`config.mk`:
```
export PLATFORM = sky130hd
export DESIGN_NAME = blk_wr_guard
export DESIGN_NICKNAME = d
export VERILOG_FILES = /design/src/rtl/blk_wr_guard.sv
export SDC_FILE = /design/constraint.sdc
export NUM_CORES = 1
export LEC_CHECK = 0
export BUFFER_PORTS_ARGS = -buffer_cell sky130_fd_sc_hd__buf_2
export CAP_MARGIN = 20
export CORE_ASPECT_RATIO = 0.75
export CORE_MARGIN = 4
export CORE_UTILIZATION = 41
export DETAILED_ROUTE_END_ITERATION = 10
export GPL_TIMING_DRIVEN = 0
export PLACE_DENSITY_LB_ADDON = 0.25
export SKIP_CTS_REPAIR_TIMING = 1
export SYNTH_ARGS = -nofsm -noshare
export SYNTH_HDL_FRONTEND = slang
export SYNTH_SLANG_ARGS = --single-unit
```
`constraint.sdc`:
```
create_clock -name clk -period 1.25 [get_ports clk]
set_clock_uncertainty 0.1 [all_clocks]
set_input_delay 0.1875 -clock clk [delete_from_list [all_inputs] [get_ports clk]]
set_output_delay 0.1875 -clock clk [all_outputs]
set_load 0.05 [all_outputs]
```
`src/rtl/blk_wr_guard.sv`:
```
module blk_wr_guard #(
  parameter int NUM_BLK = 8,
  parameter int BLK_AW  = 16,
  parameter int REG_W   = 8
) (
  input  logic                                  clk,
  input  logic                                  rst_n,
  input  logic                                  boot_guard_n,
  input  logic                                  main_guard_n,
  input  logic [BLK_AW+$clog2(NUM_BLK)-1:0]     chk_addr,
  output logic                                  permit,
  input  logic [$clog2(NUM_BLK)-1:0]            reg_sel,
  input  logic                                  reg_wr,
  input  logic [REG_W-1:0]                      reg_wdata,
  output logic [REG_W-1:0]                      reg_rdata
);
  localparam int SEL_W  = $clog2(NUM_BLK);
  localparam int ADDR_W = BLK_AW + SEL_W;
  localparam logic [SEL_W-1:0] TOP = SEL_W'(NUM_BLK - 1);

  logic [NUM_BLK-1:0] wl;
  logic [NUM_BLK-1:0] ld;
  logic [SEL_W-1:0]   reg_blk;
  logic [SEL_W-1:0]   q_blk;
  logic               pin_hit;

  assign reg_blk = TOP - reg_sel;
  assign q_blk   = chk_addr[ADDR_W-1 -: SEL_W];

  always_ff @(posedge clk or negedge rst_n) begin
    if (!rst_n) begin
      wl <= '1;
      ld <= '0;
    end else if (reg_wr && !ld[reg_blk]) begin
      wl[reg_blk] <= reg_wdata[0];
      ld[reg_blk] <= reg_wdata[1];
    end
  end

  assign reg_rdata = {{(REG_W-2){1'b0}}, ld[reg_blk], wl[reg_blk]};
  assign pin_hit   = (q_blk == TOP) ? !boot_guard_n : !main_guard_n;
  assign permit    = !pin_hit && !wl[q_blk];

  p_boot_pin_r2: assert property (@(posedge clk) disable iff (!rst_n)
    (q_blk == TOP && !boot_guard_n) |-> !permit);

  p_main_pin_r3: assert property (@(posedge clk) disable iff (!rst_n)
    (q_blk != TOP && !main_guard_n) |-> !permit);

  p_write_lands_r6: assert property (@(posedge clk) disable iff (!rst_n)
    (reg_wr && !ld[reg_blk]) |=> (wl[$past(reg_blk)] == $past(reg_wdata[0])));

  p_lock_refuses_r8: assert property (@(posedge clk) disable iff (!rst_n)
    wl[q_blk] |-> !permit);

  for (genvar i = 0; i < NUM_BLK; i++) begin : g_chk
    p_ldown_sticky_r7: assert property (@(posedge clk) disable iff (!rst_n)
      ld[i] |=> (ld[i] && $stable(wl[i])));
  end
endmodule

```
=== After elaboration in Yosys (flattened, before gate mapping) ===
Index checks and enable logic that the tools add are counted.

* $add $sub $neg: 1
* Order comparisons: 3
* Reduce and logical (&&, ||, !) cells: 8
* $mul: 0
* Divide/modulo/power cells: 0
* Shift-type cells: 0
* Equal/unequal tests: 1
* Muxes and demuxes: 11
* Bitwise operators: 0

{| class="wikitable"
|+ Operator list
! cell !! number
|-
| bitwise mux 8 bit || 2
|-
| binary-select mux 1 bit (select 3 bit) || 3
|-
| less-than comparator 3 x 4 -> 1 bit, second input constant || 2
|-
| logical NOT 1 bit || 5
|-
| two-way mux 1 bit || 5
|-
| demux 1 bit (select 3 bit) || 1
|-
| == test 3 bit, second input constant || 1
|-
| >= comparator 3 x 1 -> 1 bit, second input constant || 1
|-
| logical AND 1 bit || 3
|-
| subtractor 3 bit, first input constant || 1
|}

* Memories: 0
* Latch bits: 0
* Memory bits (read-only): 0
* Register bits: 16
* RAM bits: 0
* Output and inout port bits: 9

=== Depth between registers and ports, before layout ===
Gate-level depths: netlist of run 1.

* Depth in word-level cells: 6
* Depth in mapped cells: 4
* Gate-level depth less buffers: 3

=== Worst setup path before layout of run 1 ===
No wires, ideal clock.

* Path kind: register -> output
* Start point: register wl[7]
* End point: output port permit
* Required time: 0.962 ns
* Path buffers: 0
* Arrival: 1.339 ns
* Stages on the path, launching flop included: 4
* Setup slack: -0.377 ns
* Path through: dfstp_2 and4b_1 o221ai_1 nand4_1

* Longest elaborated chain between the ends: 4

{| class="wikitable"
|+ RTL lines
! element !! line !! RTL
|-
| start: declaration || 21 || <nowiki>logic [NUM_BLK-1:0] wl;</nowiki>
|-
| start signal: indexed assignment || 35 || <nowiki>wl[reg_blk] <= reg_wdata[0];</nowiki>
|-
| binary-select mux 1 bit (select 3 bit) || 42 || <nowiki>assign permit = !pin_hit && !wl[q_blk];</nowiki>
|-
| two-way mux 1 bit (implied by the code) || 42 ||
|-
| logical NOT 1 bit || 42 ||
|-
| logical AND 1 bit || 42 ||
|-
| end: declaration || 11 || <nowiki>output logic permit,</nowiki>
|}

Every way passes these cells. The select of a mux whose other input is x is not followed.

=== Worst setup path after layout of run 1 ===
* Start point: register ld[1]
* End point: output port reg_rdata[1]

* Longest elaborated chain between the ends: 2

{| class="wikitable"
|+ RTL lines
! element !! line !! RTL
|-
| start: declaration || 22 || <nowiki>logic [NUM_BLK-1:0] ld;</nowiki>
|-
| start signal: indexed assignment || 36 || <nowiki>ld[reg_blk] <= reg_wdata[1];</nowiki>
|-
| binary-select mux 1 bit (select 3 bit) || 40 || <nowiki>assign reg_rdata = {{(REG_W-2){1'b0}}, ld[reg_blk], wl[reg_blk]};</nowiki>
|-
| two-way mux 1 bit (implied by the code) || 40 ||
|-
| end: declaration || 15 || <nowiki>output logic [REG_W-1:0] reg_rdata</nowiki>
|}

Every way passes these cells. The select of a mux whose other input is x is not followed.

==> metrics, run 1 <==
CP delay by family, top multiplexers; largest net degree at the start of global routing 17; Fmax achieved 529 MHz; HPWL reported at the end of detailed placement 1570 um; Syn Area/Cell 11.4 um2; sequential element share of the synthesized area 42.4%; post-layout min period 1890 ps; worst-path cell chain mux4_2, mux2_4, buf_6; DRC marker count from the first detailed-route iteration 35; GRT overflow 0; ranking of synthesized cells by area dfstp_2, dfrtp_1, mux2_2; WL final 2030 um; row cnt 14; Gate Count Post-Synth 85; max-cap violation count 0; CP max FO 3; Synth Cell Area 967 um2; Leak 0.483 nW; Post-DRT Antenna Nets 0; Yosys top cell area share 21.7%; Max rail drop VDD 0.000692 V; vias 736; GRT Total Usage 13.8%; slowest CP cell mux4_2; Core ar. 2120 um2; antenna cells 0; I/O pin cnt 44; Top FF cell, synth dfstp_2; Arr. time, crit path 1600 ps; worst hold margin 76.0 ps; fin. max-slew vios 0; placed insts 136; pre-CTS setup slack -394 ps; first-pass iteration count of the detailed router 4; wire per inst 14.4 um; clock buffer count from CTS 3; via-per-instance ratio 5.22; initial antenna violation count 0; Sink Count 16; CTS tree built; cell area after placement 1100 um2; ratio of cells with drive above 1 in the final layout 46.8%; Post-synth EDFFs 0; global-route wire length before repair 3410 um; Die Span Y 50.1 um; failing checks negative setup slack; PortBufs 14; CP Capture Type output pin; Seq cells post-synth 16; Slowest Stage Delay on Critical Path 480 ps; clock latency on the worst-skew pair 280 ps; min-delay worst type in -> reg; clk buf depth 2; Buf/Inv on CP 1; Total Nets Final 146; Initial Utilization 45.6%; H-tree depth 1; Reg clk slew, reported paths 90 ps; final hold vios 0; most used standard cell by instance count after synthesis mux2_2; most frequent cells after synthesis mux2_2, dfrtp_1, dfstp_2, buf_4; DRC 0; area delta synth->final 21.5%; status finished with violations; worst endpoint required time 960 ps; Root Buffer clkbuf_4; startpoint types flip-flop; Die Width 64.1 um; Non-Filler Instances 141; Final Setup Violations 3; post-route worst setup slack -641 ps; Yosys Warn Count 0; crit path kind reg -> out; routability cong. 0.797; distinct cell type count after synthesis 31; Tcrit/Tclk final 151%; leading area contributor after synthesis dfstp_2; Synth async-reset ratio 100%; RSZ-0062 raised after global routing true; final instance area 1170 um2; pwr dens 1430 nW/um2; vias in the first global route 730; die area 3210 um2
-- sequential cells by signal (all words and copies together) (netlist names) --
name	count
ld	8
wl	8
-- placed cells by master (no fill, tap or decap), drive strengths merged, types with 4 or more instances in the layout --
master	count
nor3	6
o21bai	6
conb	6
nand2	4
nand2b	4
clkbuf	4
dfrtp	8
dfstp	8
mux2	9
mux2i	6
buf	24
-- per-layer routing --
layer  up-vias  GRT usage (%)  routed length, um  share of wire, %
li1        359              -                  -                 -
met1       351           18.3                960                47
met2        22           20.9                953                47
met3         4           4.77                101               5.0
met4         0           4.30                 16              0.79
met5         -              0                  0                 0
-- where the power goes --
| group | switching (W) | internal [W] | total [W] |
|---|---|---|---|
| Clock | 0.000144 | 0.000112 | 0.000256 |
| Sequential | 0.000121 | 0.000730 | 0.000851 |
| Combinational | 0.000285 | 0.000292 | 0.000577 |
-- path summary, 6_finish.rpt --
check                                          to  depth (start not counted)  slack (ps)               from
worst max-delay path                 reg_rdata[1]                          3        -640  ld[1]$_DFFE_PN0P_
worst min-delay path            ld[7]$_DFFE_PN0P_                          2          80       reg_wdata[1]
worst max register to register  wl[7]$_DFFE_PN1P_                          2           0  ld[7]$_DFFE_PN0P_
worst min register to register  ld[4]$_DFFE_PN0P_                          1         410  ld[4]$_DFFE_PN0P_
max in group asynchronous       wl[0]$_DFFE_PN1P_                          2         500              rst_n
min in group asynchronous       ld[7]$_DFFE_PN0P_                          2         240              rst_n
-- stage by stage --
stage | power (W) | utilization [%] | TNS [ps]
after floorplan | 0.00125 | - | -616
after global placement | 0.00137 | 51.9 | -1870
after detailed placement | 0.00138 | 51.9 | -2010
after CTS | 0.00164 | 53.0 | -1850
after global routing | 0.00180 | 55.4 | -2080
final | 0.00168 | 55.4 | -1690
-- cell type report --
cell class | instances | area [um2]
fillers | 183 | 945
multi-input cells | 64 | 529
flip-flops and latches | 16 | 410
repair buffers | 16 | 106
plain buffers | 10 | 66.3
well taps | 32 | 40.0
clock buffers | 3 | 22.5
-- cells by family after synthesis --
logic type	after synthesis	share of synthesized area (%)
AO/OA/AOI/OAI	14	10.9
flip-flops	16	42.4
buffers and inverters	10	6.86
AND/OR/NAND/NOR	27	17.3
other	1	0.388
multiplexers	17	22.1
Note: power is estimated with default switching activity, not from simulation.
==> run 2, diff against run 1 <==
--- a/config.mk
+++ b/config.mk
@@ -7,7 +7,6 @@
 export LEC_CHECK = 0
 export BUFFER_PORTS_ARGS = -buffer_cell sky130_fd_sc_hd__buf_2
 export CAP_MARGIN = 20
-export CORE_ASPECT_RATIO = 0.75
 export CORE_MARGIN = 4
 export CORE_UTILIZATION = 41
 export DETAILED_ROUTE_END_ITERATION = 10
==> run 2 against run 1 <==
- the flow still finishes with violations (negative setup slack)
- combinational power increased by 4.9%
- global-route usage rose by 0.053 points
- routed wire length did not move
- critical path type unchanged
- critical endpoint unchanged
- largest power group unchanged
==> metrics, run 2 (synthesis gave the netlist of run 1 again) <==
wire per inst 14.6 um (was 14.4 um); CP Capture Type output pin (unchanged); clock latency on the worst-skew pair 280 ps (about the same); Tcrit/Tclk final 151% (about the same); Fin Setup TNS -1650 ps (was -1690 ps); Non-Filler Instances 139 (was 141); min-delay worst type in -> reg (unchanged); area delta synth->final 24.3% (was 21.5%); RSZ-0062 raised after global routing true (unchanged); Filler cells 202 (was 183); Buf/Inv on CP 1 (unchanged); placed insts 132 (was 136); Post-DRT Antenna Nets 0 (unchanged); antenna cells 0 (unchanged); Die Width 56.6 um (was 64.1 um); vias 757 (was 736); H-tree depth 1 (unchanged); ratio of cells with drive above 1 in the final layout 47.7% (was 46.8%); max-cap violation count 0 (unchanged); GRT overflow 0 (unchanged); r2r setup slk 40 ps (was 0 ps); final instance area 1200 um2 (was 1170 um2); cell area after placement 1100 um2 (about the same); Leak 0.492 nW (was 0.483 nW); clk buf depth 2 (unchanged); HPWL reported at the end of detailed placement 1550 um (was 1570 um); crit path kind reg -> out (unchanged); routed wl met3 100 um (was 101 um); post-layout min period 1890 ps (about the same); sink of the worst hold path ld[7]$_DFFE_PN0P_ (unchanged); beginning of the critical path ld[0]$_DFFE_PN0P_ (was ld[1]$_DFFE_PN0P_); WL final 2030 um (unchanged); Arr. time, crit path 1600 ps (about the same); final core occ 53.8% (was 55.4%); post-route worst setup slack -637 ps (was -641 ps); clock buffer count from CTS 3 (unchanged); die area 3200 um2 (was 3210 um2); I/O pin cnt 44 (unchanged); GRT Total Usage 13.8% (about the same); vias in the first global route 756 (was 730); uppermost layer routed met4 (unchanged); DRC 0 (unchanged); PortBufs 14 (unchanged); most frequent cells in the layout buf_2, buf_4, dfrtp_1, dfstp_2, mux2_2 (unchanged); launching point of the worst reg2reg path ld[2]$_DFFE_PN0P_ (was ld[7]$_DFFE_PN0P_); hold_sp reg_wdata[1] (unchanged); commonest non-fill, non-tap cell in the layout buf_2 (unchanged); worst endpoint required time 960 ps (about the same); slowest CP cell mux4_2 (unchanged); Die Span Y 56.6 um (was 50.1 um); largest net degree at the start of global routing 17 (unchanged); routability cong. 0.743 (was 0.797); CTS tree built (unchanged); Max rail drop VDD 0.000789 V (was 0.000692 V); Core ar. 2230 um2 (was 2120 um2); startpoint types flip-flop (unchanged); status finished with violations (unchanged); Initial Utilization 43.3% (was 45.6%); Reg clk slew, reported paths 90 ps (about the same); Total Nets Final 147 (was 146); first-pass iteration count of the detailed router 4 (unchanged); WHS Path Cells 2 (unchanged); pwr dens 1500 nW/um2 (was 1430 nW/um2); initial antenna violation count 0 (unchanged); Sink Count 16 (unchanged); reg2reg end wl[2]$_DFFE_PN1P_ (was wl[7]$_DFFE_PN1P_); fin. max-slew vios 0 (unchanged); row cnt 17 (was 14); Fmax achieved 530 MHz (was 529 MHz); via-per-instance ratio 5.45 (was 5.22); metal2 WL 1000 um (was 953 um); Final Setup Violations 3 (unchanged); Metal-1 WL 906 um (was 960 um); WP depth 3 (unchanged); failing checks negative setup slack (unchanged); Slowest Stage Delay on Critical Path 480 ps (about the same); CP delay by family, top multiplexers (unchanged); biggest regs ld x8, wl x8 (unchanged); global-route wire length before repair 3430 um (was 3410 um); final hold vios 0 (unchanged); worst-path cell chain mux4_2, mux2_4, buf_8 (was mux4_2, mux2_4, buf_6); DRC marker count from the first detailed-route iteration 12 (was 35); CP max FO 3 (unchanged); R2R depth 2 (unchanged); Root Buffer clkbuf_4 (unchanged)
==> run 2: cell count changes in the layout (fill, tap and decap cells not counted), sizes merged <==
cell / delta
buf: +1
clkbuf: +1
==> run 2: worst reg2reg max path, stage by stage, from the launching register on <==
cell and delay, ps:
dfrtp_1 400, nor3_1 270, mux2_2 370
==> run 2: how the worst max path moves through the flow <==
stage                        end  slack, ps
detailed placement  reg_rdata[1]       -360
global placement    reg_rdata[1]       -370
floorplan                 permit       -380
finish              reg_rdata[1]       -640
CTS                 reg_rdata[1]       -690
global route        reg_rdata[1]       -700
==> run 2: power breakdown <==
group          internal (W)  total (W)  switching [W]
clock network      0.000177   0.000341       0.000163
logic              0.000309   0.000605       0.000295
registers          0.000730   0.000859       0.000128
==> run 2: cell type report <==
class	instances	area, um2	share of cell area [%]
Buffer	10	66.3	5.52
Clock buffer	4	36.3	3.02
Multi-Input combinational cell	64	533	44.3
Sequential cell	16	410	34.1
Tap cell	28	35.0	2.91
Timing Repair Buffer	17	121	10.1
==> run 2: metrics by stage <==
step | power [W] | setup WS (ps) | hold slack (ps)
final | 0.00180 | -637 | 79.5
after global routing | 0.00191 | -696 | 79.5
after CTS | 0.00174 | -693 | -306
after detailed placement | 0.00139 | -363 | 17.8
after global placement | 0.00138 | -369 | 11.4
after floorplan | 0.00125 | -377 | -208
==> run 2: per-layer routing <==
metal,up-vias,track usage (%)
li1,361,-
met2,25,20.6
met5,-,0
met1,367,18.2
met4,0,7.12
met3,4,3.68
